--- config.mk ---
export PLATFORM = sky130hd
export DESIGN_NAME = sw_alu
export DESIGN_NICKNAME = d
export VERILOG_FILES = /design/src/rtl/alu_pkg.sv /design/src/rtl/alu_fa.sv /design/src/rtl/alu_addsub.sv /design/src/rtl/alu_bitwise.sv /design/src/rtl/alu_mux4.sv /design/src/rtl/alu_flags.sv /design/src/rtl/sw_alu.sv
export SDC_FILE = /design/constraint.sdc
export NUM_CORES = 1
export LEC_CHECK = 0
export BUFFER_PORTS_ARGS = -buffer_cell sky130_fd_sc_hd__buf_2
export CAP_MARGIN = 20
export CELL_PAD_IN_SITES_DETAIL_PLACEMENT = 2
export CELL_PAD_IN_SITES_GLOBAL_PLACEMENT = 2
export CORE_AREA = 2 2 39 41
export DETAILED_ROUTE_END_ITERATION = 10
export DIE_AREA = 0 0 41 43
export GPL_TIMING_DRIVEN = 0
export PLACE_DENSITY = 0.71
export SYNTH_ARGS = -nofsm -noshare
export SYNTH_HDL_FRONTEND = slang
export SYNTH_SLANG_ARGS = --single-unit
--- constraint.sdc ---
create_clock -name vclk -period 4.6
set_input_delay 0.23 -clock vclk [all_inputs]
set_output_delay 0.23 -clock vclk [all_outputs]
set_load 0.02 [all_outputs]
--- src/rtl/alu_pkg.sv ---
package alu_pkg;

  localparam int OP_W = 2;

  // Internal (post-inversion) operation encoding
  typedef enum logic [OP_W-1:0] {
    OP_ADD = 2'b00,
    OP_SUB = 2'b01,
    OP_AND = 2'b10,
    OP_OR  = 2'b11
  } alu_op_e;

  function automatic logic is_arith(alu_op_e op);
    return (op == OP_ADD) || (op == OP_SUB);
  endfunction

endpackage

--- src/rtl/alu_fa.sv ---
module alu_fa (
  input  logic x_i,
  input  logic y_i,
  input  logic c_i,
  output logic s_o,
  output logic c_o
);

  logic half_s;

  assign half_s = x_i ^ y_i;
  assign s_o    = half_s ^ c_i;
  assign c_o    = (x_i & y_i) | (half_s & c_i);

endmodule

--- src/rtl/alu_addsub.sv ---
module alu_addsub #(
  parameter int W = 3
) (
  input  logic [W-1:0] a_i,
  input  logic [W-1:0] b_i,
  input  logic         sub_i,
  output logic [W-1:0] sum_o,
  output logic         cout_o,
  output logic         cmsb_o
);

  logic [W-1:0] b_eff;
  logic [W:0]   chain;

  assign b_eff    = b_i ^ {W{sub_i}};
  assign chain[0] = sub_i;

  for (genvar k = 0; k < W; k++) begin : g_cell
    alu_fa fa_i (
      .x_i (a_i[k]),
      .y_i (b_eff[k]),
      .c_i (chain[k]),
      .s_o (sum_o[k]),
      .c_o (chain[k+1])
    );
  end

  assign cout_o = chain[W];
  assign cmsb_o = chain[W-1];

  // Ripple chain agrees with wide arithmetic
  always_comb begin
    if (sub_i)
      AST_SUB_CHAIN: assert ({cout_o, sum_o} ==
        ({1'b0, a_i} + {1'b0, ~b_i} + {{W{1'b0}}, 1'b1}))
        else $error("subtract chain mismatch");
    else
      AST_ADD_CHAIN: assert ({cout_o, sum_o} == ({1'b0, a_i} + {1'b0, b_i}))
        else $error("add chain mismatch");
  end

endmodule

--- src/rtl/alu_bitwise.sv ---
module alu_bitwise #(
  parameter int W = 3
) (
  input  logic [W-1:0] a_i,
  input  logic [W-1:0] b_i,
  output logic [W-1:0] and_o,
  output logic [W-1:0] or_o
);

  for (genvar k = 0; k < W; k++) begin : g_bit
    assign and_o[k] = a_i[k] & b_i[k];
    assign or_o[k]  = a_i[k] | b_i[k];
  end

endmodule

--- src/rtl/alu_mux4.sv ---
module alu_mux4 #(
  parameter int W = 3
) (
  input  logic [1:0]   sel_i,
  input  logic [W-1:0] d0_i,
  input  logic [W-1:0] d1_i,
  input  logic [W-1:0] d2_i,
  input  logic [W-1:0] d3_i,
  output logic [W-1:0] q_o
);

  logic [W-1:0] lo_pick;
  logic [W-1:0] hi_pick;

  assign lo_pick = sel_i[0] ? d1_i : d0_i;
  assign hi_pick = sel_i[0] ? d3_i : d2_i;
  assign q_o     = sel_i[1] ? hi_pick : lo_pick;

endmodule

--- src/rtl/alu_flags.sv ---
module alu_flags
  import alu_pkg::*;
#(
  parameter int W = 3
) (
  input  alu_op_e      op_i,
  input  logic [W-1:0] res_i,
  input  logic         cout_i,
  input  logic         cmsb_i,
  output logic         zero_o,
  output logic         carry_o,
  output logic         ovf_o
);

  logic arith;

  assign arith   = is_arith(op_i);
  assign zero_o  = ~(|res_i);
  assign carry_o = arith & cout_i;
  assign ovf_o   = arith & (cmsb_i ^ cout_i);

endmodule

--- src/rtl/sw_alu.sv ---
module sw_alu
  import alu_pkg::*;
#(
  parameter int DATA_W = 3
) (
  input  logic [DATA_W-1:0] a_sw_n,
  input  logic [DATA_W-1:0] b_sw_n,
  input  logic [OP_W-1:0]   op_sw_n,
  output logic [DATA_W-1:0] res,
  output logic              zero_flag,
  output logic              carry_flag,
  output logic              ovf_flag
);

  localparam int MSB = DATA_W - 1;

  logic [DATA_W-1:0] a_q;
  logic [DATA_W-1:0] b_q;
  alu_op_e           op_q;
  logic [DATA_W-1:0] sum_w;
  logic [DATA_W-1:0] and_w;
  logic [DATA_W-1:0] or_w;
  logic              cout_w;
  logic              cmsb_w;
  logic              sub_w;

  // Switch inputs are negative logic
  assign a_q   = ~a_sw_n;
  assign b_q   = ~b_sw_n;
  assign op_q  = alu_op_e'(~op_sw_n);
  assign sub_w = (op_q == OP_SUB);

  alu_addsub #(.W(DATA_W)) addsub_i (
    .a_i    (a_q),
    .b_i    (b_q),
    .sub_i  (sub_w),
    .sum_o  (sum_w),
    .cout_o (cout_w),
    .cmsb_o (cmsb_w)
  );

  alu_bitwise #(.W(DATA_W)) bitwise_i (
    .a_i   (a_q),
    .b_i   (b_q),
    .and_o (and_w),
    .or_o  (or_w)
  );

  alu_mux4 #(.W(DATA_W)) sel_i (
    .sel_i (op_q),
    .d0_i  (sum_w),
    .d1_i  (sum_w),
    .d2_i  (and_w),
    .d3_i  (or_w),
    .q_o   (res)
  );

  alu_flags #(.W(DATA_W)) flags_i (
    .op_i    (op_q),
    .res_i   (res),
    .cout_i  (cout_w),
    .cmsb_i  (cmsb_w),
    .zero_o  (zero_flag),
    .carry_o (carry_flag),
    .ovf_o   (ovf_flag)
  );

  // Output-level checks
  always_comb begin
    if (op_q == OP_AND)
      AST_AND_RESULT: assert (res == (a_q & b_q)) else $error("AND result");
    if (op_q == OP_OR)
      AST_OR_RESULT: assert (res == (a_q | b_q)) else $error("OR result");
    if (!is_arith(op_q))
      AST_LOGIC_FLAGS_CLEAR: assert (!carry_flag && !ovf_flag) else $error("logic flags");
    if (op_q == OP_SUB)
      AST_SUB_NO_BORROW: assert (carry_flag == (a_q >= b_q)) else $error("borrow");
    if (op_q == OP_ADD)
      AST_ADD_OVF_SIGN: assert (ovf_flag ==
        ((a_q[MSB] == b_q[MSB]) && (res[MSB] != a_q[MSB]))) else $error("add ovf");
    if (op_q == OP_SUB)
      AST_SUB_OVF_SIGN: assert (ovf_flag ==
        ((a_q[MSB] != b_q[MSB]) && (res[MSB] != a_q[MSB]))) else $error("sub ovf");
    AST_ZERO_ANY_OP: assert (zero_flag == (res == '0)) else $error("zero flag");
  end

endmodule

; ---- After elaboration in Yosys (flattened, before gate mapping)
; Index checks and enable logic that the tools add are counted.
[word_totals]
ff_bits = 0
elab_cells = 35
[classes]
n_reduce_logical = 3
n_mux = 2
n_eq_ne = 1
bitwise = 29
[ops]
columns = cell, n
row1 = AND 1 bit, 11
row2 = bitwise XOR 1 bit, 7
row3 = two-way mux 3 bit, 2
row4 = inverter 3 bit, 2
row5 = OR 1 bit, 6
row6 = OR reduction 3 bit, 1
row7 = bitwise XOR 3 bit, 1
row8 = == test 2 x 1 -> 1 bit (second input constant), 1
row9 = zero test 2 bit, 1
row10 = inverter 2 bit, 1
row11 = logical OR 1 bit, 1
row12 = inverter 1 bit, 1

; ---- Longest topological paths before layout
[depth]
ltp_word = 12
depth_mapped = 7

; ---- Hierarchy
; From an unflattened synthesis, not the netlist that was laid out.
[unflattened]
cells_unflattened = 28
hier_area_um2 = 274.0
[modules_own_cells]
columns = module, instances, cells_each, area_per_inst_um2
row1 = alu_mux4, 1, 3, 78.8
row2 = alu_fa, 3, 1, 20.0
row3 = sw_alu, 1, 9, 43.8
row4 = alu_bitwise, 1, 6, 41.3
row5 = alu_addsub, 1, 3, 26.3
row6 = alu_flags, 1, 4, 23.8

; ---- Least setup slack after synthesis
; No wires, ideal clock.
[synth_path]
path_type = input to output
from = in op_sw_n[0]
to = out zero_flag
n_path_buf = 0
required_ns = 4.370
cell_stages = 6
setup_slack_ns = 2.151
t_arrival_ns = 2.219
cell_sequence = nand2b_2 xnor2_1 fa_1 fa_1 mux2i_1 nor3_1
[synth_between]
elab_chain_len = 12
elab_cells_between_ends = 19
classes_between = 1 x eq/ne / 2 x mux / 15 x bitwise / 1 x reduce/logical
[synth_rtl]
columns = item, line
row1 = start: declaration, sw_alu.sv:8  ; input logic [OP_W-1:0] op_sw_n,
row2 = inverter 2 bit *, sw_alu.sv:30  ; assign op_q = alu_op_e'(~op_sw_n);
row3 = == test 2 x 1 -> 1 bit, sw_alu.sv:31  ; assign sub_w = (op_q == OP_SUB);
row4 = bitwise XOR 3 bit, alu_addsub.sv:15  ; assign b_eff = b_i ^ {W{sub_i}};
row5 = bitwise XOR 1 bit, alu_fa.sv:11  ; assign half_s = x_i ^ y_i;
row6 = AND 1 bit, alu_fa.sv:13  ; assign c_o = (x_i & y_i) | (half_s & c_i);
row7 = OR 1 bit, alu_fa.sv:13
row8 = AND 1 bit, alu_fa.sv:13
row9 = OR 1 bit, alu_fa.sv:13
row10 = bitwise XOR 1 bit, alu_fa.sv:12  ; assign s_o = half_s ^ c_i;
row11 = two-way mux 3 bit *, alu_mux4.sv:17  ; assign q_o = sel_i[1] ? hi_pick : lo_pick;
row12 = net res[2], sw_alu.sv:9  ; output logic [DATA_W-1:0] res,
row13 = OR reduction 3 bit *, alu_flags.sv:18  ; assign zero_o = ~(|res_i);
row14 = inverter 1 bit *, alu_flags.sv:18
row15 = end: declaration, sw_alu.sv:10  ; output logic zero_flag,
; Mark *: on every way through the listed nets, which the timed path passes. The rest lies on a longest branch.

; ---- Worst setup path after layout
[layout_path]
from = in op_sw_n[0]
to = out zero_flag
[layout_between]
elab_chain_len = 12
elab_cells_between_ends = 19
classes_between = 1 x eq/ne / 2 x mux / 15 x bitwise / 1 x reduce/logical
[layout_rtl]
columns = item, line
row1 = inverter 2 bit *, sw_alu.sv:30
row2 = == test 2 x 1 -> 1 bit, sw_alu.sv:31
row3 = bitwise XOR 3 bit, alu_addsub.sv:15
row4 = bitwise XOR 1 bit, alu_fa.sv:11
row5 = AND 1 bit, alu_fa.sv:13
row6 = OR 1 bit, alu_fa.sv:13
row7 = AND 1 bit, alu_fa.sv:13
row8 = OR 1 bit, alu_fa.sv:13
row9 = bitwise XOR 1 bit, alu_fa.sv:12
row10 = two-way mux 3 bit *, alu_mux4.sv:17
row11 = OR reduction 3 bit *, alu_flags.sv:18
row12 = inverter 1 bit *, alu_flags.sv:18
; Every way passes the cells marked *; elsewhere a longest branch is shown, timed or not.

==> results.py <==
metrics = {
    "power": {
        "p_comb_share_pct": 100.0,
        "pwr-share-clk_pct": 0,
        "p_switching_mw": 0.0254,
        "peakVddDrop_mv": 0.0387,
        "internal_power_mw": 0.0188,
        "power_leakage_nw": 0.148,
        "seqPwrFrac_pct": 0,
        "power_density_nw_per_um2": 152,
        "netSwitchingFraction_pct": 57.5,
    },
    "floorplan": {
        "chipWidth_um": 41,
        "num_rows": 14,
        "die_h_um": 43,
        "ios": 14,
        "dieArea_um2": 1760,
        "start_util_pct": 14.6,
        "coreArea_um2": 1380,
    },
    "grt": {
        "grt_pass1_vias": 225,
        "grt_max_degree": 8,
        "track_usage_pct": 6.12,
        "grt_pass1_wl_um": 821,
        "antenna_found_initial": 0,
        "grt_overflow_total": 0,
    },
    "logic_synthesis": {
        "ys_seq_area_share_pct": 0,
        "synth_area_um2": 201,
        "yosys.area.top_type_share_pct": 19.9,
        "synth_top_area_cell": "fa_1",
        "synth_area_leaders": "fa_1, ha_1, maj3_2",
        "syn-instance-count": 23,
        "ys_types": 16,
        "syn_area_per_cell_um2": 8.76,
        "synth_nets": 35,
        "ys_warn_count": 0,
    },
    "placed_design": {
        "routabilityCongestion": 0.674,
        "numPortBuffers": 14,
        "dp_cells": 53,
    },
    "timing": {
        "finalHoldViolCount": 0,
        "maxSlewHeadroom_pct": 88.2,
        "rsz0062_at_grt": "false",
        "timing.fmax_mhz": 425,
        "setup_viol": 0,
        "finalCriticalPeriod_ps": 2350,
        "fin_crit_sh_pct": 51.2,
        "setup-tns-final_ps": 0,
        "tightest_slew_ps": 173,
        "slew_violations": 0,
    },
    "worst_setup_path": {
        "endpoint_kind": "output port",
        "cp.arrival_ps": 2120,
        "startpoint_type": "input pin",
        "worst-setup-path-type": "input pin to output port",
        "worstPathMaxFanout": 5,
        "worstPathRequired_ps": 4370,
    },
    "min_path": {
        "min_path_cells": 3,
        "holdPathEnd": "carry_flag",
        "min_path_type": "input pin to output port",
        "worstHoldStart": "op_sw_n[1]",
    },
    "layout": {
        "seq_cells": 0,
        "layout_commonest_cell": "buf_2",
        "nets": 51,
        "area_growth_pct": 44.7,
        "layout.cells.non_filler": 53,
        "diodes": 0,
        "drive_gt1_share_pct": 45.9,
        "clock_buffers": 0,
        "seq_area_um2": 0,
    },
    "route": {
        "dr.pass1.iters": 2,
        "wire_per_inst_um": 9.49,
        "wl_um": 503,
        "drt-initial-drc-count": 1,
        "ant_nets": 0,
        "drc": 0,
        "vias_per_cell": 4.09,
        "vias": 217,
    },
    "clocking": {
        "post_cts_buffers": 0,
        "hold_buffers": 0,
        "cts_resized": 0,
    },
    "job": {
        "cap_violations": 0,
    },
    "outcome": {
        "status": "complete, no violations",
    },
}
## metal layers
metal,vias up,routed length (um),GRT usage [%]
met4,0,0,0
met2,5,303,12.5
li1,105,-,-
met1,107,184,6.73
met5,-,0,0
met3,0,16,0
## layout make-up
cell class | instances | area (um^2)
multi-input cells | 21 | 194
fillers | 176 | 1090
well taps | 16 | 20.0
repair buffers | 14 | 70.1
inverters | 2 | 7.51
## worst max-delay path: stages
cell	delay, ps
buf_2	130
nand2b_2	210
xnor2_1	150
fa_1	460
fa_1	500
mux2i_1	80
nor3_1	170
buf_2	190
## synth_stat cells
library cell / count
nand2_1: 1
nor3_1: 1
fa_1: 2
o21ai_1: 1
and2_1: 2
o31a_1: 1
nor2b_1: 1
xor2_1: 1
nand2b_1: 1
nand2b_2: 1
xnor2_1: 2
maj3_2: 2
inv_1: 2
ha_1: 2
mux2i_1: 2
nor2_1: 1
## how the worst max path moves through the flow
stage                           from        end  slack (ps)
after floorplan           op_sw_n[0]  zero_flag        2150
after global placement    op_sw_n[0]  zero_flag        2260
after detailed placement  op_sw_n[0]  zero_flag        2210
after CTS                 op_sw_n[0]  zero_flag        2210
after global routing      op_sw_n[0]  zero_flag        2170
final                     op_sw_n[0]  zero_flag        2250
## power by group through the flow
stage               clock [mW]  combinational [mW]  sequential (mW)
floorplan                    0              0.0287                0
global placement             0              0.0442                0
detailed placement           0              0.0454                0
CTS                          0              0.0456                0
global route                 0              0.0495                0
finish                       0              0.0442                0
## cell families after synthesis
family | count (synthesis) | synth area share [%]
AND/OR/NAND/NOR | 8 | 23.0
adder cells (fa/ha/maj) | 6 | 43.5
XOR/XNOR | 3 | 13.0
AO/OA/AOI/OAI | 2 | 6.83
multiplexers | 2 | 9.94
buffers and inverters | 2 | 3.73
## metrics by stage
| stage | util (%) | hold slack (ps) | total power, mW | cell area, um^2 | worst slack [ps] |
|---|---|---|---|---|---|
| floorplan | - | 624 | 0.0287 | 201 | 2150 |
| global placement | 21.1 | 901 | 0.0442 | 292 | 2260 |
| detailed placement | 21.1 | 906 | 0.0454 | 292 | 2210 |
| CTS | 21.1 | 905 | 0.0456 | 292 | 2210 |
| global route | 21.1 | 926 | 0.0495 | 292 | 2170 |
| finish | 21.1 | 896 | 0.0442 | 292 | 2250 |
(Power assumes the default switching activity.)
